==> src/rtl/bist_pkg.sv <==
package bist_pkg;

    localparam int NUM_CHECKS = 5;

    typedef enum logic [2:0] {
        ST_IDLE,
        ST_CHK0,
        ST_CHK1,
        ST_CHK2,
        ST_CHK3,
        ST_CHK4,
        ST_DONE
    } seq_state_e;

    localparam logic [7:0] CODE_NONE  = 8'h00;
    localparam logic [7:0] CODE_WALK  = 8'hE0;
    localparam logic [7:0] CODE_INTEG = 8'hC1;
    localparam logic [7:0] CODE_BFLY  = 8'hF2;
    localparam logic [7:0] CODE_COUNT = 8'hE3;
    localparam logic [7:0] CODE_RANGE = 8'hAD;

    function automatic logic [7:0] fail_code(input logic [2:0] idx);
        logic [7:0] c;
        unique case (idx)
            3'd0:    c = CODE_WALK;
            3'd1:    c = CODE_INTEG;
            3'd2:    c = CODE_BFLY;
            3'd3:    c = CODE_COUNT;
            default: c = CODE_RANGE;
        endcase
        return c;
    endfunction

endpackage

==> src/rtl/bist_placeholder_chk.sv <==
module bist_placeholder_chk #(
    parameter int MODE  = 0,   // 0: walking one, 1: opposed counters
    parameter int WIDTH = 8,
    parameter int LIMIT = 16
) (
    input  logic clk,
    input  logic rst_n,
    input  logic start,
    output logic done,
    output logic pass
);
    localparam int LW = $clog2(LIMIT + 1);
    localparam int SW = $clog2(WIDTH);

    generate
        if (MODE == 0) begin : g_walk
            typedef enum logic [1:0] {W_IDLE, W_SHIFT, W_EVAL} walk_e;
            walk_e            ph_q;
            logic [WIDTH-1:0] ring_q;
            logic [SW-1:0]    step_q;

            always_ff @(posedge clk or negedge rst_n) begin
                if (!rst_n) begin
                    ph_q   <= W_IDLE;
                    ring_q <= '0;
                    step_q <= '0;
                    done   <= 1'b0;
                    pass   <= 1'b0;
                end else begin
                    done <= 1'b0;
                    unique case (ph_q)
                        W_IDLE: begin
                            if (start) begin
                                ring_q <= WIDTH'(1);
                                step_q <= '0;
                                pass   <= 1'b0;
                                ph_q   <= W_SHIFT;
                            end
                        end
                        W_SHIFT: begin
                            ring_q <= {ring_q[WIDTH-2:0], 1'b0};
                            step_q <= step_q + 1'b1;
                            if (step_q == SW'(WIDTH - 2)) ph_q <= W_EVAL;
                        end
                        W_EVAL: begin
                            pass <= (ring_q == {1'b1, {(WIDTH-1){1'b0}}});
                            done <= 1'b1;
                            ph_q <= W_IDLE;
                        end
                        default: ph_q <= W_IDLE;
                    endcase
                end
            end
        end else begin : g_count
            typedef enum logic [1:0] {C_IDLE, C_RUN, C_EVAL} cnt_e;
            cnt_e          ph_q;
            logic [LW-1:0] up_q;
            logic [LW-1:0] dn_q;

            always_ff @(posedge clk or negedge rst_n) begin
                if (!rst_n) begin
                    ph_q <= C_IDLE;
                    up_q <= '0;
                    dn_q <= '0;
                    done <= 1'b0;
                    pass <= 1'b0;
                end else begin
                    done <= 1'b0;
                    unique case (ph_q)
                        C_IDLE: begin
                            if (start) begin
                                up_q <= '0;
                                dn_q <= LW'(LIMIT);
                                pass <= 1'b0;
                                ph_q <= C_RUN;
                            end
                        end
                        C_RUN: begin
                            up_q <= up_q + 1'b1;
                            dn_q <= dn_q - 1'b1;
                            if (up_q == LW'(LIMIT - 1)) ph_q <= C_EVAL;
                        end
                        C_EVAL: begin
                            pass <= (up_q == LW'(LIMIT)) && (dn_q == '0);
                            done <= 1'b1;
                            ph_q <= C_IDLE;
                        end
                        default: ph_q <= C_IDLE;
                    endcase
                end
            end
        end
    endgenerate

endmodule

==> src/rtl/bist_integ_chk.sv <==
module bist_integ_chk #(
    parameter int IN_W    = 8,
    parameter int ACC_W   = 24,
    parameter int IMPULSE = 5,
    parameter int IMP_LEN = 7
) (
    input  logic clk,
    input  logic rst_n,
    input  logic start,
    output logic done,
    output logic pass
);
    localparam int STW = $clog2(IMP_LEN);

    typedef enum logic [1:0] {I_IDLE, I_FEED, I_EVAL} integ_e;

    integ_e                   ph_q;
    logic [STW-1:0]           step_q;
    logic signed [ACC_W-1:0]  acc_q;
    logic signed [IN_W-1:0]   x_in;
    logic signed [ACC_W-1:0]  x_ext;

    always_comb begin
        x_in  = (step_q == '0) ? IN_W'(IMPULSE) : '0;
        x_ext = {{(ACC_W-IN_W){x_in[IN_W-1]}}, x_in};
    end

    always_ff @(posedge clk or negedge rst_n) begin
        if (!rst_n) begin
            ph_q   <= I_IDLE;
            step_q <= '0;
            acc_q  <= '0;
            done   <= 1'b0;
            pass   <= 1'b0;
        end else begin
            done <= 1'b0;
            unique case (ph_q)
                I_IDLE: begin
                    if (start) begin
                        acc_q  <= '0;
                        step_q <= '0;
                        pass   <= 1'b0;
                        ph_q   <= I_FEED;
                    end
                end
                I_FEED: begin
                    acc_q  <= acc_q + x_ext;
                    step_q <= step_q + 1'b1;
                    if (step_q == STW'(IMP_LEN - 1)) ph_q <= I_EVAL;
                end
                I_EVAL: begin
                    pass <= (acc_q == ACC_W'(IMPULSE));
                    done <= 1'b1;
                    ph_q <= I_IDLE;
                end
                default: ph_q <= I_IDLE;
            endcase
        end
    end

    // zero-valued samples after the impulse leave the accumulator unchanged
    p_acc_hold_r3: assert property (@(posedge clk) disable iff (!rst_n)
        (ph_q == I_FEED && step_q != '0) |=> (acc_q == $past(acc_q)));

endmodule

==> src/rtl/bist_bfly_chk.sv <==
module bist_bfly_chk #(
    parameter int DW   = 8,
    parameter int A_RE = 8,
    parameter int B_RE = 4,
    parameter int W_RE = 2,
    parameter int W_IM = 3
) (
    input  logic clk,
    input  logic rst_n,
    input  logic start,
    output logic done,
    output logic pass
);
    localparam int PW     = 2 * DW + 2;
    localparam int EXP_PR = B_RE * W_RE;
    localparam int EXP_PI = B_RE * W_IM;
    localparam int EXP_TR = A_RE + EXP_PR;
    localparam int EXP_TI = EXP_PI;
    localparam int EXP_BR = A_RE - EXP_PR;
    localparam int EXP_BI = -EXP_PI;

    typedef enum logic [2:0] {B_IDLE, B_LOAD, B_MUL, B_ADD, B_EVAL} bfly_e;

    bfly_e                ph_q;
    logic signed [PW-1:0] ar_q, ai_q, br_q, bi_q, wr_q, wi_q;
    logic signed [PW-1:0] pr_q, pi_q;
    logic signed [PW-1:0] tr_q, ti_q, ur_q, ui_q;

    always_ff @(posedge clk or negedge rst_n) begin
        if (!rst_n) begin
            ph_q <= B_IDLE;
            ar_q <= '0; ai_q <= '0; br_q <= '0; bi_q <= '0;
            wr_q <= '0; wi_q <= '0; pr_q <= '0; pi_q <= '0;
            tr_q <= '0; ti_q <= '0; ur_q <= '0; ui_q <= '0;
            done <= 1'b0;
            pass <= 1'b0;
        end else begin
            done <= 1'b0;
            unique case (ph_q)
                B_IDLE: begin
                    if (start) begin
                        pass <= 1'b0;
                        ph_q <= B_LOAD;
                    end
                end
                B_LOAD: begin
                    ar_q <= PW'(A_RE);
                    ai_q <= '0;
                    br_q <= PW'(B_RE);
                    bi_q <= '0;
                    wr_q <= PW'(W_RE);
                    wi_q <= PW'(W_IM);
                    ph_q <= B_MUL;
                end
                B_MUL: begin
                    pr_q <= br_q * wr_q - bi_q * wi_q;
                    pi_q <= br_q * wi_q + bi_q * wr_q;
                    ph_q <= B_ADD;
                end
                B_ADD: begin
                    tr_q <= ar_q + pr_q;
                    ti_q <= ai_q + pi_q;
                    ur_q <= ar_q - pr_q;
                    ui_q <= ai_q - pi_q;
                    ph_q <= B_EVAL;
                end
                B_EVAL: begin
                    pass <= (tr_q == PW'(EXP_TR)) && (ti_q == PW'(EXP_TI)) &&
                            (ur_q == PW'(EXP_BR)) && (ui_q == PW'(EXP_BI));
                    done <= 1'b1;
                    ph_q <= B_IDLE;
                end
                default: ph_q <= B_IDLE;
            endcase
        end
    end

    // sum and difference outputs are symmetric about A
    p_bfly_sym_r4: assert property (@(posedge clk) disable iff (!rst_n)
        (ph_q == B_EVAL) |-> ((tr_q + ur_q) == (ar_q <<< 1)));

endmodule

==> src/rtl/bist_range_chk.sv <==
module bist_range_chk #(
    parameter int SW     = 16,
    parameter int N_SAMP = 256,
    parameter int THRESH = 10
) (
    input  logic          clk,
    input  logic          rst_n,
    input  logic          start,
    input  logic [SW-1:0] sample_in,
    input  logic          sample_valid,
    output logic          done,
    output logic          pass
);
    localparam int CW = $clog2(N_SAMP + 1);
    localparam logic signed [SW-1:0] S_MAX = {1'b0, {(SW-1){1'b1}}};
    localparam logic signed [SW-1:0] S_MIN = {1'b1, {(SW-1){1'b0}}};
    localparam logic signed [SW:0]   THR   = (SW+1)'(THRESH);

    typedef enum logic [1:0] {R_IDLE, R_CAPT, R_EVAL} range_e;

    range_e               ph_q;
    logic [CW-1:0]        cnt_q;
    logic signed [SW-1:0] mn_q, mx_q, smp;
    logic signed [SW:0]   span;

    always_comb begin
        smp  = $signed(sample_in);
        span = {mx_q[SW-1], mx_q} - {mn_q[SW-1], mn_q};
    end

    always_ff @(posedge clk or negedge rst_n) begin
        if (!rst_n) begin
            ph_q  <= R_IDLE;
            cnt_q <= '0;
            mn_q  <= S_MAX;
            mx_q  <= S_MIN;
            done  <= 1'b0;
            pass  <= 1'b0;
        end else begin
            done <= 1'b0;
            unique case (ph_q)
                R_IDLE: begin
                    if (start) begin
                        cnt_q <= '0;
                        mn_q  <= S_MAX;
                        mx_q  <= S_MIN;
                        pass  <= 1'b0;
                        ph_q  <= R_CAPT;
                    end
                end
                R_CAPT: begin
                    if (sample_valid) begin
                        if (smp < mn_q) mn_q <= smp;
                        if (smp > mx_q) mx_q <= smp;
                        cnt_q <= cnt_q + 1'b1;
                        if (cnt_q == CW'(N_SAMP - 1)) ph_q <= R_EVAL;
                    end
                end
                R_EVAL: begin
                    pass <= (span > THR);
                    done <= 1'b1;
                    ph_q <= R_IDLE;
                end
                default: ph_q <= R_IDLE;
            endcase
        end
    end

    // after a full capture the tracked minimum never exceeds the maximum
    p_min_le_max_r5: assert property (@(posedge clk) disable iff (!rst_n)
        (ph_q == R_EVAL) |-> (mn_q <= mx_q));

endmodule

==> src/rtl/bist_sequencer.sv <==
module bist_sequencer
    import bist_pkg::*;
#(
    parameter int SAMPLE_W   = 16,
    parameter int CAPTURE_N  = 256,
    parameter int SPAN_MIN   = 10,
    parameter int WALK_W     = 8,
    parameter int COUNT_LIM  = 16,
    parameter int ACC_W      = 24
) (
    input  logic                clk,
    input  logic                rst_n,
    input  logic                trigger,
    input  logic [SAMPLE_W-1:0] sample_in,
    input  logic                sample_valid,
    output logic [4:0]          result_flags,
    output logic [7:0]          result_detail,
    output logic                result_valid
);
    seq_state_e             state_q, state_d;
    logic [NUM_CHECKS-1:0]  start_v, done_v, pass_v;
    logic [2:0]             cur_idx;
    logic                   busy;
    logic                   launched_q;
    logic                   fail_seen_q;
    logic                   cur_done, cur_pass;

    // current check index and busy indication
    always_comb begin
        busy    = 1'b1;
        cur_idx = 3'd0;
        unique case (state_q)
            ST_CHK0: cur_idx = 3'd0;
            ST_CHK1: cur_idx = 3'd1;
            ST_CHK2: cur_idx = 3'd2;
            ST_CHK3: cur_idx = 3'd3;
            ST_CHK4: cur_idx = 3'd4;
            default: busy = 1'b0;
        endcase
        cur_done = busy && done_v[cur_idx];
        cur_pass = pass_v[cur_idx];
    end

    generate
        for (genvar i = 0; i < NUM_CHECKS; i++) begin : g_start
            assign start_v[i] = busy && !launched_q && (cur_idx == 3'(i));
        end
    endgenerate

    // check engines
    bist_placeholder_chk #(.MODE(0), .WIDTH(WALK_W), .LIMIT(COUNT_LIM)) u_chk0 (
        .clk(clk), .rst_n(rst_n), .start(start_v[0]), .done(done_v[0]), .pass(pass_v[0]));

    bist_integ_chk #(.IN_W(8), .ACC_W(ACC_W), .IMPULSE(5), .IMP_LEN(7)) u_chk1 (
        .clk(clk), .rst_n(rst_n), .start(start_v[1]), .done(done_v[1]), .pass(pass_v[1]));

    bist_bfly_chk #(.DW(8), .A_RE(8), .B_RE(4), .W_RE(2), .W_IM(3)) u_chk2 (
        .clk(clk), .rst_n(rst_n), .start(start_v[2]), .done(done_v[2]), .pass(pass_v[2]));

    bist_placeholder_chk #(.MODE(1), .WIDTH(WALK_W), .LIMIT(COUNT_LIM)) u_chk3 (
        .clk(clk), .rst_n(rst_n), .start(start_v[3]), .done(done_v[3]), .pass(pass_v[3]));

    bist_range_chk #(.SW(SAMPLE_W), .N_SAMP(CAPTURE_N), .THRESH(SPAN_MIN)) u_chk4 (
        .clk(clk), .rst_n(rst_n), .start(start_v[4]), .sample_in(sample_in),
        .sample_valid(sample_valid), .done(done_v[4]), .pass(pass_v[4]));

    // next-state logic
    always_comb begin
        state_d = state_q;
        unique case (state_q)
            ST_IDLE, ST_DONE: if (trigger)   state_d = ST_CHK0;
            ST_CHK0:          if (done_v[0]) state_d = ST_CHK1;
            ST_CHK1:          if (done_v[1]) state_d = ST_CHK2;
            ST_CHK2:          if (done_v[2]) state_d = ST_CHK3;
            ST_CHK3:          if (done_v[3]) state_d = ST_CHK4;
            ST_CHK4:          if (done_v[4]) state_d = ST_DONE;
            default:                         state_d = ST_IDLE;
        endcase
    end

    // state register
    always_ff @(posedge clk or negedge rst_n) begin
        if (!rst_n) state_q <= ST_IDLE;
        else        state_q <= state_d;
    end

    // outputs and run bookkeeping
    always_ff @(posedge clk or negedge rst_n) begin
        if (!rst_n) begin
            result_flags  <= '0;
            result_detail <= CODE_NONE;
            result_valid  <= 1'b0;
            launched_q    <= 1'b0;
            fail_seen_q   <= 1'b0;
        end else if (!busy) begin
            if (trigger) begin
                result_flags  <= '0;
                result_detail <= CODE_NONE;
                result_valid  <= 1'b0;
                launched_q    <= 1'b0;
                fail_seen_q   <= 1'b0;
            end
        end else begin
            if (!launched_q) launched_q <= 1'b1;
            if (cur_done) begin
                result_flags[cur_idx] <= cur_pass;
                if (!cur_pass && !fail_seen_q) begin
                    result_detail <= fail_code(cur_idx);
                    fail_seen_q   <= 1'b1;
                end
                launched_q <= 1'b0;
                if (state_q == ST_CHK4) result_valid <= 1'b1;
            end
        end
    end

    // no valid result while checks are still running
    p_valid_low_busy_r8: assert property (@(posedge clk) disable iff (!rst_n)
        busy |-> !result_valid);

    // finished results hold until a new trigger
    p_hold_results_r8: assert property (@(posedge clk) disable iff (!rst_n)
        (result_valid && !trigger) |=>
        (result_valid && $stable(result_flags) && $stable(result_detail)));

    // an all-pass result carries the no-failure code
    p_detail_none_r7: assert property (@(posedge clk) disable iff (!rst_n)
        (result_valid && result_flags == 5'b11111) |-> (result_detail == CODE_NONE));

    // at most one engine is started at once
    p_one_start_r2: assert property (@(posedge clk) disable iff (!rst_n)
        $onehot0(start_v));

    // a mid-run trigger never sends the sequencer back to check 0
    p_ignore_trig_r9: assert property (@(posedge clk) disable iff (!rst_n)
        (busy && state_q != ST_CHK0 && trigger) |=> (state_q != ST_CHK0));

endmodule

==> config.mk <==
export PLATFORM = sky130hd
export DESIGN_NAME = bist_sequencer
export DESIGN_NICKNAME = d
export VERILOG_FILES = /design/src/rtl/bist_pkg.sv /design/src/rtl/bist_placeholder_chk.sv /design/src/rtl/bist_integ_chk.sv /design/src/rtl/bist_bfly_chk.sv /design/src/rtl/bist_range_chk.sv /design/src/rtl/bist_sequencer.sv
export SDC_FILE = /design/constraint.sdc
export NUM_CORES = 1
export LEC_CHECK = 0
export ABC_AREA = 1
export BUFFER_PORTS_ARGS = -buffer_cell sky130_fd_sc_hd__buf_4
export CORE_ASPECT_RATIO = 0.5
export CORE_MARGIN = 3
export CORE_UTILIZATION = 60
export DETAILED_ROUTE_END_ITERATION = 8
export GPL_ROUTABILITY_DRIVEN = 1
export MAX_ROUTING_LAYER = met4
export PLACE_DENSITY = 0.77
export REMOVE_ABC_BUFFERS = 1
export SLEW_MARGIN = 40
export SYNTH_ARGS = -nofsm -noshare
export SYNTH_HDL_FRONTEND = slang
export SYNTH_HIERARCHICAL = 1
export SYNTH_SLANG_ARGS = --single-unit
==> constraint.sdc <==
create_clock -name clk -period 4.2 [get_ports clk]
set_input_delay 0.84 -clock clk [delete_from_list [all_inputs] [get_ports clk]]
set_output_delay 0.84 -clock clk [all_outputs]
set_load 0.005 [all_outputs]
Word-level counts from Yosys, hierarchy flattened
Index checks and enable logic that the tools add are counted.
{ "classes": {"n_eq_ne": 53, "addsub": 10, "n_bitwise": 0, "n_reduce_logical": 57, "n_shift": 0, "multipliers": 2, "muxes": 87, "n_div": 0, "n_lt_le_gt_ge": 5} }
{ "ops": {"columns": ["cell", "n"], "rows": [
  ["$mux W16", 6],
  ["$pmux W16 S2", 2],
  ["$pmux W24 S2", 1],
  ["$mux W8", 5],
  ["$ne A2 B1 Y1 const B", 19],
  ["$mux W3", 10],
  ["$pmux W7 S4", 1],
  ["$mux W5", 5],
  ["$add A24 B8 Y24", 1],
  ["$eq A24 B4 Y1 const B", 1],
  ["$mux W24", 1],
  ["$pmux W3 S4", 2],
  ["$reduce_and A2 Y1", 12],
  ["$mux W1", 23],
  ["$eq A3 B3 Y1 const B", 7],
  ["$pmux W5 S2", 2],
  ["$reduce_bool A2 Y1", 10],
  ["$add A5 B18 Y18", 1],
  ["$eq A18 B5 Y1 const B", 1],
  ["$eq A18 B6 Y1 const B", 1],
  ["$eq A3 B2 Y1 const B", 6],
  ["$logic_not A18 Y1", 1],
  ["$mux W2", 9],
  ["$mux W9", 2],
  ["other kinds (42)", 85]
]} }
{ "word_totals": {"reg_bits": 232, "latch_bits": 0, "in_bits": 20, "romBits": 0, "mem_bits_rw": 0, "output_inout_bits": 14, "n_memories": 0} }

Depth between registers and ports, before layout
Gate-level depths: netlist of run 1.
{ "logic_depth": {"ltp_word": 9, "depth_mapped": 16} }

By module
Netlist of run 1, hierarchy kept.
{ "by_module_without_submodules": {"columns": ["mod", "cells_each", "n_inst", "seq_area_each_um2", "area_each_um2"], "rows": [
  ["bist_range_chk", 572, 1, 1146.1, 3990.1],
  ["bist_integ_chk", 266, 1, 775.7, 1974.4],
  ["bist_sequencer", 144, 1, 425.4, 1021.0],
  ["bist_placeholder_chk (u_chk3)", 88, 1, 350.3, 719.4],
  ["bist_placeholder_chk (u_chk0)", 69, 1, 375.4, 671.9],
  ["bist_bfly_chk", 51, 1, 275.3, 461.7]
]} }

Least setup slack after synthesis of run 1
Ideal clock, no wire load.
{ "synth_timing": {"kind": "input to register", "from": "in sample_in[9]", "to": "reg u_chk4.mn_q[15]", "path_stages": 11, "required_time_ps": 4084, "setup_slack_ps": 1978, "path_buffers": 1, "arrival_ps": 2105, "cell_sequence": "ha_1 a21o_1 nand3_1 a21oi_1 nor3_2 nand3_1 nand3_4 nand2_4 buf_6 nand2_1 nand2_1"} }
{ "synth_via": {"elab_chain_cells": 3} }
{ "synth_lines": {"columns": ["element", "line", "source"], "rows": [
  ["start: declaration", "bist_sequencer.sv:14", "input logic [SAMPLE_W-1:0] sample_in,"],
  ["$lt A16 B16 Y1", "bist_range_chk.sv:53", "if (smp < mn_q) mn_q <= smp;"],
  ["$ne A2 B1 Y1 (no line)", null, null],
  ["$reduce_and A4 Y1 (no line)", null, null],
  ["end signal: assignment", "bist_range_chk.sv:53", null],
  ["end: declaration", "bist_range_chk.sv:23", "logic signed [SW-1:0] mn_q, mx_q, smp;"]
]} }
No other way between the ends.
A chain may end at the register's enable or synchronous reset.

Worst setup path in the final report of run 1
{ "layout_timing": {"from": "in sample_in[7]", "to": "reg u_chk4.mx_q[15]"} }
{ "layout_via": {"elab_chain_cells": 3} }
{ "layout_lines": {"columns": ["element", "line", "source"], "rows": [
  ["$gt A16 B16 Y1", "bist_range_chk.sv:54", "if (smp > mx_q) mx_q <= smp;"],
  ["$ne A2 B1 Y1 (no line)", null, null],
  ["$reduce_and A4 Y1 (no line)", null, null],
  ["end signal: assignment", "bist_range_chk.sv:54", null],
  ["end: declaration", "bist_range_chk.sv:23", null]
]} }
No other way between the ends.

==> impl_metrics.py, run 1 <==
metrics = {
    "floorplanning": {
        "fp.dieH_um": 91.8,
        "coreArea_mm2": 0.0140,
        "start_util_pct": 63.3,
        "num_io_pins": 34,
        "die-area_mm2": 0.0163,
        "dieWidth_um": 178,
        "row_count": 30,
    },
    "timing": {
        "fmax_ghz": 0.361,
        "drv_slew": 0,
        "fin_tns_setup_ns": 0,
        "report.final.setup_viol": 0,
        "fin_crit_ns": 2.77,
        "relSlewSlack_pct": 45.0,
        "rsz0062_at_grt": "no",
        "hold_viol": 0,
        "finalCritPeriodShare_pct": 66.0,
        "worst_pin_slew_ns": 0.823,
        "skew_ns": 0.00945,
    },
    "synth": {
        "synth-seq-area-share_pct": 37.9,
        "yosys-top-cells-count": "nand2_1, inv_1, dfrtp_1",
        "synth_top_area_share_pct": 33.1,
        "syn_inst": 1190,
        "synth_area_leaders": "dfrtp_1, nand2_1, ha_1",
        "synth-edff-count": 0,
        "syn_area_mm2": 0.00884,
        "synth.distinct_cells": 51,
        "avgSynthCellArea_um2": 7.43,
        "synthFlopType": "dfrtp_1",
        "yosys.area.top_type": "dfrtp_1",
        "yosys.cell_count.top_type": "nand2_1",
        "synth_seq_cells": 133,
        "async_flop_share_pct": 100,
        "ys_warn_count": 6,
    },
    "critical_path": {
        "crit_family": "simple AND/OR/NAND/NOR gates",
        "crit_type": "primary input to register",
        "critPathBufInv": 1,
        "worst_path_most_repeated_cell": "nand3_1",
        "critical_path.endpoint_type": "register",
        "cp.depth": 11,
        "crit_chain": "buf_4 > ha_1 > nand2_1 > nor2_1 > a21boi_0 > o21bai_1 > nand3_1 > nand3_1 > nand2_2 > o21ai_0 > o21ai_2",
        "max_stage_delay_ns": 0.62,
        "path_max_fanout": 32,
        "rrSetupSlack_ns": 1.46,
        "r2r_start": "state_q[2]",
        "required_ns": 4.54,
        "r2r-end": "u_chk4/mx_q[15]",
        "worst_ep_arrival_time_ns": 3.11,
        "crit_path_start_kind": "primary input",
        "cpMaxStageDelayCell": "nand2_2",
        "reg2reg_depth": 10,
    },
    "route": {
        "drtIter0Drc": 609,
        "drcViolationCount": 0,
        "route.vias.total": 7675,
        "first_pass_iters": 8,
        "vias_per_cell": 5.36,
        "routedWlPerCell_um": 13.8,
        "routed_wl_mm": 19.8,
        "ant_nets": 0,
    },
    "worst_hold_path": {
        "worstHoldPathType": "primary input to asynchronous set/reset pin",
    },
    "final_layout": {
        "regArea_mm2": 0.00335,
        "syn2layout_area_growth_pct": 11.0,
        "layout-drive-gt1-share_pct": 14.7,
        "fill_cells": 1138,
        "utilization_pct": 70.2,
        "multi_input_area_mm2": 0.00458,
        "antenna_cells": 0,
        "fin_nets": 1310,
    },
    "cts": {
        "clkTransAtPathRegs_ns": 0.07,
        "cts_buffers": 17,
        "cts_root_buf": "clkbuf_16",
        "cts_htree_levels": 4,
        "clock_sinks": 133,
        "ctsHoldBuffers": 0,
        "cts_tree": "built",
        "postCtsSetupBuffers": 0,
        "clkLatencyLatePin_ns": 0.42,
        "cts_resized": 0,
        "clock_path_buffers": 2,
    },
    "outcome": {
        "outcome": "finished, final reports clean",
    },
    "power_and_ir_drop": {
        "peakVddDrop_uv": 397,
        "p_leak_nw": 5.23,
        "p_per_area_mw_per_mm2": 750,
        "p_seq_share_pct": 29.0,
        "p_int_mw": 3.91,
        "switching_share_pct": 46.9,
        "p_comb_share_pct": 51.0,
        "p_clk_share_pct": 20.0,
        "power.switching_mw": 3.44,
    },
    "grt": {
        "grt_pass1_vias": 7387,
        "grt_pass1_wl_mm": 34.0,
        "grt_overflow": 0,
        "grt_max_degree": 109,
        "antenna_found_initial": 0,
        "track_usage_pct": 26.4,
    },
    "flow_run": {
        "maxCapViolCount": 0,
    },
    "placement": {
        "port_buffers": 33,
        "place_congestion": 0.938,
        "dp_hpwl_mm": 14.1,
    },
}
==> logic make-up after synthesis <==
kind of cell	count (synthesis)	share of synthesized area (%)
xor+xnor	5	0.495
buf+inv	222	10.3
compound gates	130	9.24
flops	133	37.9
simple gates	638	33.2
fa+ha+maj	62	8.86
==> how the worst max path moves through the flow <==
stage                  start              end
2_1_floorplan  sample_in[15]  u_chk4/mx_q[15]
3_3_place_gp    sample_in[7]  u_chk4/mx_q[15]
3_5_place_dp   sample_in[11]  u_chk4/mx_q[15]
4_1_cts           state_q[2]  u_chk4/mx_q[15]
5_1_grt         sample_in[7]  u_chk4/mx_q[15]
6_report        sample_in[7]  u_chk4/mx_q[15]
==> sequential cells by signal (all words and copies together), names as in the netlist, 3 cells and up <==
| register | flops |
|---|---|
| u_chk0/g_walk.ring_q | 8 |
| u_chk1/step_q | 3 |
| u_chk3/g_count.up_q | 5 |
| state_q | 3 |
| u_chk4/mn_q | 16 |
| result_flags | 5 |
| u_chk2/ph_q | 3 |
| result_detail | 7 |
| u_chk0/g_walk.step_q | 3 |
| u_chk4/mx_q | 16 |
| u_chk3/g_count.dn_q | 5 |
| u_chk4/cnt_q | 9 |
| u_chk1/acc_q | 24 |
==> metrics by stage <==
step / instances / worst slack, ns / power (mW) / hold WS, ns / area, µm²
after floorplan: 1173 / 1.63 / 4.89 / 0.424 / 8700
after global placement: 1400 / 1.15 / 5.70 / 0.441 / 9200
after detailed placement: 1400 / 1.07 / 5.81 / 0.450 / 9210
after CTS: 1432 / 1.49 / 7.35 / 0.464 / 9780
after global routing: 1433 / 1.21 / 8.01 / 0.301 / 9810
final: 1433 / 1.43 / 7.35 / 0.288 / 9810
==> routing by layer <==
metal	wire length (µm)	GRT usage, %	up-vias
li1	-	-	3892
met3	915	5.21	20
met2	9250	43.5	174
met1	9380	33.9	3589
met4	227	6.07	0
met5	0	-	-
==> final cells by class <==
cell class / instances / share of cell area [%]
timing repair buffer: 36 / 3.04
sequential: 133 / 34.1
clock inverter: 15 / 1.51
inverter: 205 / 7.87
clock buffer: 17 / 4.34
tap: 192 / 2.45
multi-input combinational: 835 / 46.7
==> placed cells by master, fill, tap and decap left out, types with 24 or more instances in the layout <==
| cell type | instances |
|---|---|
| buf_4 | 34 |
| nand3_1 | 99 |
| o21ai_0 | 37 |
| nand2_1 | 333 |
| nor2_1 | 103 |
| dfrtp_1 | 117 |
| ha_1 | 61 |
| nand4_1 | 31 |
| inv_1 | 185 |
| o21ai_2 | 24 |
| a21oi_1 | 26 |
==> power groups by stage <==
stage,Clock [mW],Sequential [mW],Combinational [mW]
floorplan,0,2.07,2.81
global placement,0,2.13,3.57
detailed placement,0,2.14,3.67
CTS,1.50,2.13,3.72
global route,1.55,2.20,4.26
finish,1.47,2.13,3.75
Power figures use the tool's default switching activity.
==> run 2: changes to the inputs <==
Settings changed: CORE_UTILIZATION 60 to 57, PLACE_DENSITY 0.77 to 0.76.
Clock period 4.2 ns to 2.5 ns, I/O delays scaled along.
==> run 2 against run 1 <==
Worst hold slack improved by 0.082 ns. Via count is 0.23% higher. Global-route usage shrank 1.4 points. Critical endpoint is now u_chk4/mn_q[13]. Highest routed layer unchanged. Worst setup slack got worse by 1.2 ns. Clock skew up 0.0013 ns.
==> impl_metrics.py, run 2 (same netlist as run 1, synthesis figures left out) <==
metrics = {
    "cts": {
        "clock_sinks": 133,
        "clkLatencyLatePin_ns": 0.42,
        "postCtsSetupBuffers": 0,
        "cts_htree_levels": 4,
        "cts_buffers": 17,
        "cts_tree": "built",
        "clkTransAtPathRegs_ns": 0.05,
        "cts_root_buf": "clkbuf_16",
        "clock_path_buffers": 2,
    },
    "critical_path": {
        "required_ns": 2.85,
        "critical_path.endpoint_type": "register",
        "r2r-end": "u_chk4/mn_q[13]",
        "r2r_start": "u_chk4/mn_q[5]",
        "crit_family": "simple AND/OR/NAND/NOR gates",
        "max_stage_delay_ns": 0.52,
        "worst_path_most_repeated_cell": "nand2_1",
        "crit_path_start_kind": "register",
        "path_max_fanout": 17,
        "reg2reg_depth": 13,
        "crit_type": "register to register",
        "cpMaxStageDelayCell": "dfstp_2",
        "rrSetupSlack_ns": 0.19,
        "crit_chain": "inv_1 > ha_1 > a21oi_1 > nor2_1 > a211oi_2 > nand2_1 > nand2_1 > nand2_1 > nand2_2 > nand3_4 > nand2_8 > nand2_1 > nand2_1",
        "worst_ep_arrival_time_ns": 2.66,
        "critPathBufInv": 1,
    },
    "final_layout": {
        "postLayoutCellArea_mm2": 0.00994,
        "largestRegisters": "u_chk1/acc_q x24, u_chk4/mn_q x16, u_chk4/mx_q x16",
        "final_cells": 1447,
        "largest_reg_flops": 24,
        "syn2layout_area_growth_pct": 12.5,
        "largest_register": "u_chk1/acc_q",
        "antenna_cells": 0,
        "final_common_cell": "nand2_1",
        "layout-drive-gt1-share_pct": 15.1,
        "fin_nets": 1318,
        "final_cell_mix": "nand2_1, inv_1, dfrtp_1, nor2_1, nand3_1",
        "utilization_pct": 67.1,
    },
    "floorplanning": {
        "row_count": 31,
        "start_util_pct": 59.7,
        "coreArea_mm2": 0.0148,
        "dieWidth_um": 182,
        "die-area_mm2": 0.0171,
        "num_io_pins": 34,
        "fp.dieH_um": 94.1,
    },
    "route": {
        "routedWlPerCell_um": 13.5,
        "route.vias.total": 7693,
        "first_pass_iters": 5,
        "drcViolationCount": 0,
        "vias_per_cell": 5.32,
        "routed_wl_mm": 19.6,
        "ant_nets": 0,
        "drtIter0Drc": 540,
    },
    "timing": {
        "rsz0062_at_grt": "no",
        "relSlewSlack_pct": 70.1,
        "fmax_ghz": 0.433,
        "finalCritPeriodShare_pct": 92.3,
        "skew_ns": 0.0108,
        "hold_viol": 0,
        "drv_slew": 0,
        "fin_tns_setup_ns": 0,
        "report.final.setup_viol": 0,
        "fin_crit_ns": 2.31,
        "worst_pin_slew_ns": 0.447,
    },
    "placement": {
        "placedCellCount": 1414,
        "place_congestion": 0.934,
        "port_buffers": 33,
        "place_area_mm2": 0.00931,
        "dp_hpwl_mm": 14.4,
    },
    "power_and_ir_drop": {
        "total_power_mw": 12.6,
        "p_per_area_mw_per_mm2": 1260,
        "p_leak_nw": 5.30,
        "peakVddDrop_uv": 564,
    },
    "grt": {
        "grt_max_degree": 47,
        "track_usage_pct": 25.0,
        "antenna_found_initial": 0,
        "grt_pass1_wl_mm": 34.1,
        "grt_overflow": 0,
        "grt_pass1_vias": 7561,
    },
    "worst_hold_path": {
        "worstHoldPathType": "primary input to register",
        "whs_endpoint": "u_chk4/mn_q[15]",
        "min_path_cells": 3,
        "min_from": "sample_in[15]",
    },
    "flow_run": {
        "maxCapViolCount": 0,
    },
    "outcome": {
        "outcome": "finished, final reports clean",
    },
}
==> run 2: cell count changes in the layout (fill, tap and decap cells not counted), moves of 2 or more <==
cell,change
buf_12,+3
buf_4,+5
bufinv_16,+2
clkbuf_8,+2
clkinv_2,+2
clkinv_4,+3
clkinvlp_4,-3
inv_6,-5
inv_8,-2
==> run 2: worst max-delay path by stage <==
stage | startpoint | to | slack (ns) | cells past startpoint
after floorplan | u_chk4/mx_q[15] | u_chk4/mx_q[15] | 0.22 | 13
final | u_chk4/mn_q[5] | u_chk4/mn_q[13] | 0.19 | 13
after detailed placement | sample_in[5] | u_chk4/mn_q[4] | 0.13 | 13
after global routing | u_chk4/mx_q[0] | u_chk4/pass | 0.002 | 15
after global placement | sample_in[15] | u_chk4/mx_q[11] | 0.18 | 13
after CTS | u_chk4/mn_q[5] | u_chk4/mn_q[13] | 0.17 | 13
==> run 2: per-stage QoR <==
stage	hold WS, ns	worst slack (ns)
5_1_grt	0.361	0.00164
6_report	0.370	0.193
3_5_place_dp	0.442	0.131
2_1_floorplan	0.204	0.218
4_1_cts	0.353	0.173
3_3_place_gp	0.438	0.183
==> run 2: cell type report <==
cell class,count,area (µm²)
Fill cell,1241,4880
Timing Repair Buffer,44,374
Sequential cell,133,3350
Inverter,205,772
Multi-Input combinational cell,835,4590
Clock inverter,12,155
Clock buffer,20,457
Tap cell,198,248
==> run 2: worst reg2reg max path, stage by stage, from the launching register on <==
cell and delay (ns):
dfstp_2 0.52, inv_1 0.06, ha_1 0.29, a21oi_1 0.22, nor2_1 0.08, a211oi_2 0.15, nand2_1 0.10, nand2_1 0.09
nand2_1 0.07, nand2_2 0.08, nand3_4 0.22, nand2_8 0.22, nand2_1 0.08, nand2_1 0.07
==> run 2: metal layers <==
| metal | vias to the layer above | part of all wire, % | track usage (%) |
|---|---|---|---|
| li1 | 3906 | - | - |
| met1 | 3585 | 47 | 31.9 |
| met2 | 179 | 47 | 41.3 |
| met3 | 23 | 5.0 | 4.99 |
| met4 | 0 | 1.0 | 6.71 |
| met5 | - | 0 | - |
==> run 2: report_power, final <==
part	switching, mW	internal, mW	total, mW	leakage, nW
registers	0.621	3.00	3.62	1.70
logic	4.09	2.28	6.37	3.30
clock network	0.949	1.62	2.57	0.296
==> run 2: repair_timing <==
action | CTS | global route
hold endpoints to repair | 3 | 0
setup endpoints to repair | 0 | 5
hold buffers | 1 | 0
gates resized for setup | 0 | 2
==> run 3: changes to the inputs <==
Settings changed: ABC_AREA 1 to default, CAP_MARGIN from default to 20.
==> run 3 against run 2 <==
The run now ends with hold timing, setup timing left. Die area fell by 5.4%. Clock skew rose by 0.0026 ns. Core utilization rose by 7.3 points. Critical path depth fell by 2.
==> impl_metrics.py, run 3 <==
metrics = {
    "synth": {
        "synth_seq_cells": 133,
        "async_flop_share_pct": 100,
        "ys_warn_count": 6,
        "synthFlopType": "dfrtp_1",
        "yosys-top-cells-count": "dfrtp_1, nand2_1, ha_1",
        "synth_top_area_share_pct": 35.1,
        "synth-edff-count": 0,
        "synth-seq-area-share_pct": 40.2,
        "syn_area_mm2": 0.00834,
        "syn_inst": 879,
        "avgSynthCellArea_um2": 9.49,
        "synth.distinct_cells": 86,
        "yosys.cell_count.top_type": "dfrtp_1",
        "yosys.area.top_type": "dfrtp_1",
        "synth_area_leaders": "dfrtp_1, ha_1, mux2i_1",
    },
    "cts": {
        "cts_buffers": 17,
        "cts_htree_levels": 4,
        "clock_path_buffers": 2,
        "cts_tree": "built",
        "clock_sinks": 133,
        "cts_root_buf": "clkbuf_16",
        "clkLatencyLatePin_ns": 0.43,
        "clkTransAtPathRegs_ns": 0.07,
    },
    "floorplanning": {
        "dieWidth_um": 177,
        "num_io_pins": 34,
        "fp.dieH_um": 91.5,
        "row_count": 30,
        "die-area_mm2": 0.0162,
        "coreArea_mm2": 0.0139,
        "start_util_pct": 59.9,
    },
    "critical_path": {
        "worst_ep_arrival_time_ns": 3.01,
        "crit_path_start_kind": "register",
        "max_stage_delay_ns": 0.52,
        "crit_chain": "inv_1 > ha_4 > o211ai_1 > nand2_1 > buf_4 > and4_1 > a21oi_2 > or3_1 > o211ai_1 > nor4_4 > a211oi_2",
        "path_max_fanout": 4,
        "rrSetupSlack_ns": -0.22,
        "crit_family": "simple AND/OR/NAND/NOR gates",
        "worst_path_most_repeated_cell": "o211ai_1",
        "critPathBufInv": 2,
        "crit_type": "register to register",
        "critical_path.endpoint_type": "register",
        "required_ns": 2.79,
        "cpMaxStageDelayCell": "dfstp_2",
    },
    "timing": {
        "relSlewSlack_pct": 51.7,
        "setup_ws_ns": -0.219,
        "skew_ns": 0.0134,
        "finalCritPeriodShare_pct": 109,
        "holdWs_ns": -0.0113,
        "fmax_ghz": 0.368,
        "rsz0062_at_grt": "yes",
        "hold_viol": 3,
        "worst_pin_slew_ns": 0.722,
        "report.final.setup_viol": 2,
        "drv_slew": 0,
        "fin_crit_ns": 2.72,
    },
    "outcome": {
        "outcome": "finished, violations left",
        "violations": "hold timing, setup timing",
    },
    "final_layout": {
        "fin_nets": 1077,
        "antenna_cells": 0,
        "layout-drive-gt1-share_pct": 25.9,
        "multi_input_area_mm2": 0.00488,
        "final_cell_mix": "buf_4, nand2_1, dfrtp_1, inv_1, mux2i_1",
        "largest_register": "u_chk1/acc_q",
        "fill_cells": 923,
        "regArea_mm2": 0.00335,
        "syn2layout_area_growth_pct": 24.3,
        "largest_reg_flops": 24,
        "final_common_cell": "buf_4",
        "largestRegisters": "u_chk1/acc_q x24, u_chk4/mn_q x16, u_chk4/mx_q x16",
    },
    "placement": {
        "place_ws_ns": -0.265,
        "dp_hpwl_mm": 13.7,
        "place_congestion": 0.911,
        "port_buffers": 33,
    },
    "power_and_ir_drop": {
        "peakVddDrop_uv": 625,
        "p_per_area_mw_per_mm2": 1110,
        "p_clk_share_pct": 23.2,
        "switching_share_pct": 38.5,
        "p_seq_share_pct": 24.1,
        "p_int_mw": 7.06,
        "power.switching_mw": 4.43,
        "p_leak_nw": 4.93,
        "p_comb_share_pct": 52.7,
        "total_power_mw": 11.5,
    },
    "grt": {
        "grt_pass1_vias": 7042,
        "antenna_found_initial": 0,
        "track_usage_pct": 26.6,
        "grt_pass1_wl_mm": 34.2,
        "grt_max_degree": 45,
        "grt_overflow": 0,
    },
    "route": {
        "ant_nets": 0,
        "route.vias.total": 7220,
        "drcViolationCount": 0,
        "drtIter0Drc": 591,
        "vias_per_cell": 6.02,
        "first_pass_iters": 5,
        "routedWlPerCell_um": 17.6,
        "routed_wl_mm": 21.1,
    },
    "flow_run": {
        "maxCapViolCount": 0,
    },
    "worst_hold_path": {
        "worstHoldPathType": "primary input to asynchronous set/reset pin",
    },
}
run 3: layer usage:
metal	part of all wire, %	vias up	global-route usage, %	wire length (µm)
met3	5.2	58	4.34	1100
met5	0	-	-	0
met1	44	3529	34.4	9370
li1	-	3371	-	-
met4	1.9	0	7.45	394
met2	49	262	43.5	10300
run 3: power by group through the flow:
stage	registers [mW]	clock network, mW	logic, mW
floorplan	2.73	0	2.89
global placement	2.77	0	4.52
detailed placement	2.78	0	4.69
CTS	2.76	2.68	5.26
global route	2.80	2.79	6.48
finish	2.77	2.66	6.06
run 3: worst reg2reg max path, cell delays in order (launching register included):
cell	delay (ns)
dfstp_2	0.52
inv_1	0.07
ha_4	0.26
o211ai_1	0.27
nand2_1	0.16
buf_4	0.17
and4_1	0.25
a21oi_2	0.17
or3_1	0.14
o211ai_1	0.20
nor4_4	0.31
a211oi_2	0.07
run 3: path summary, 6_finish.rpt:
path	start	end	depth (start not counted)
worst max-delay path	u_chk4/mn_q[5]	u_chk4/pass	11
worst min-delay path	rst_n	u_chk1/acc_q[9]	1
worst max register to register	u_chk4/mn_q[5]	u_chk4/pass	11
worst min register to register	u_chk2/tr_q[3]	u_chk2/tr_q[3]	2
max in group asynchronous	rst_n	u_chk4/mn_q[12]	2
min in group clk	sample_in[2]	u_chk4/mx_q[2]	3
run 3: area by class of cell:
class                           count  area share (%)
Clock buffer                       18            4.14
Clock inverter                     14            1.83
Inverter                           58            2.10
Multi-Input combinational cell    655            47.1
Sequential cell                   133            32.3
Tap cell                          192            2.32
Timing Repair Buffer              130            10.2
run 3: through the flow:
stage                     hold WS (ns)  setup TNS, ns  utilization [%]  std cells  instance area [µm²]
after floorplan                  0.204          -5.62                -        846                 8140
after global placement           0.452          -2.94             66.9       1157                 9320
after detailed placement         0.452          -4.04             66.9       1157                 9320
after CTS                      0.00613        -0.0757             72.5       1192                10100
after global routing            0.0240          -1.29             74.4       1200                10400
final                          -0.0113         -0.223             74.4       1200                10400
run 3: kinds of logic (layout without fill, tap and decap cells):
kind of cell               count (synthesis)  after routing  synth area share, %
and+or+nand+nor                          335            335                 21.4
AOI/OAI and AO/OA                        187            187                 15.5
DFF                                      133            133                 40.2
buffers and inverters                     91            220                 4.98
adders and majority gates                 62             62                 9.39
muxes                                     62             62                 7.67
xor gates and xnor gates                   9              9                0.945
run 3: repair_timing:
action,in CTS,in global routing
hold buffers,0,0
resized for setup,29,32
setup buffers,3,6
pin swaps,11,13
gates cloned,0,2
setup endpoints to repair,18,31
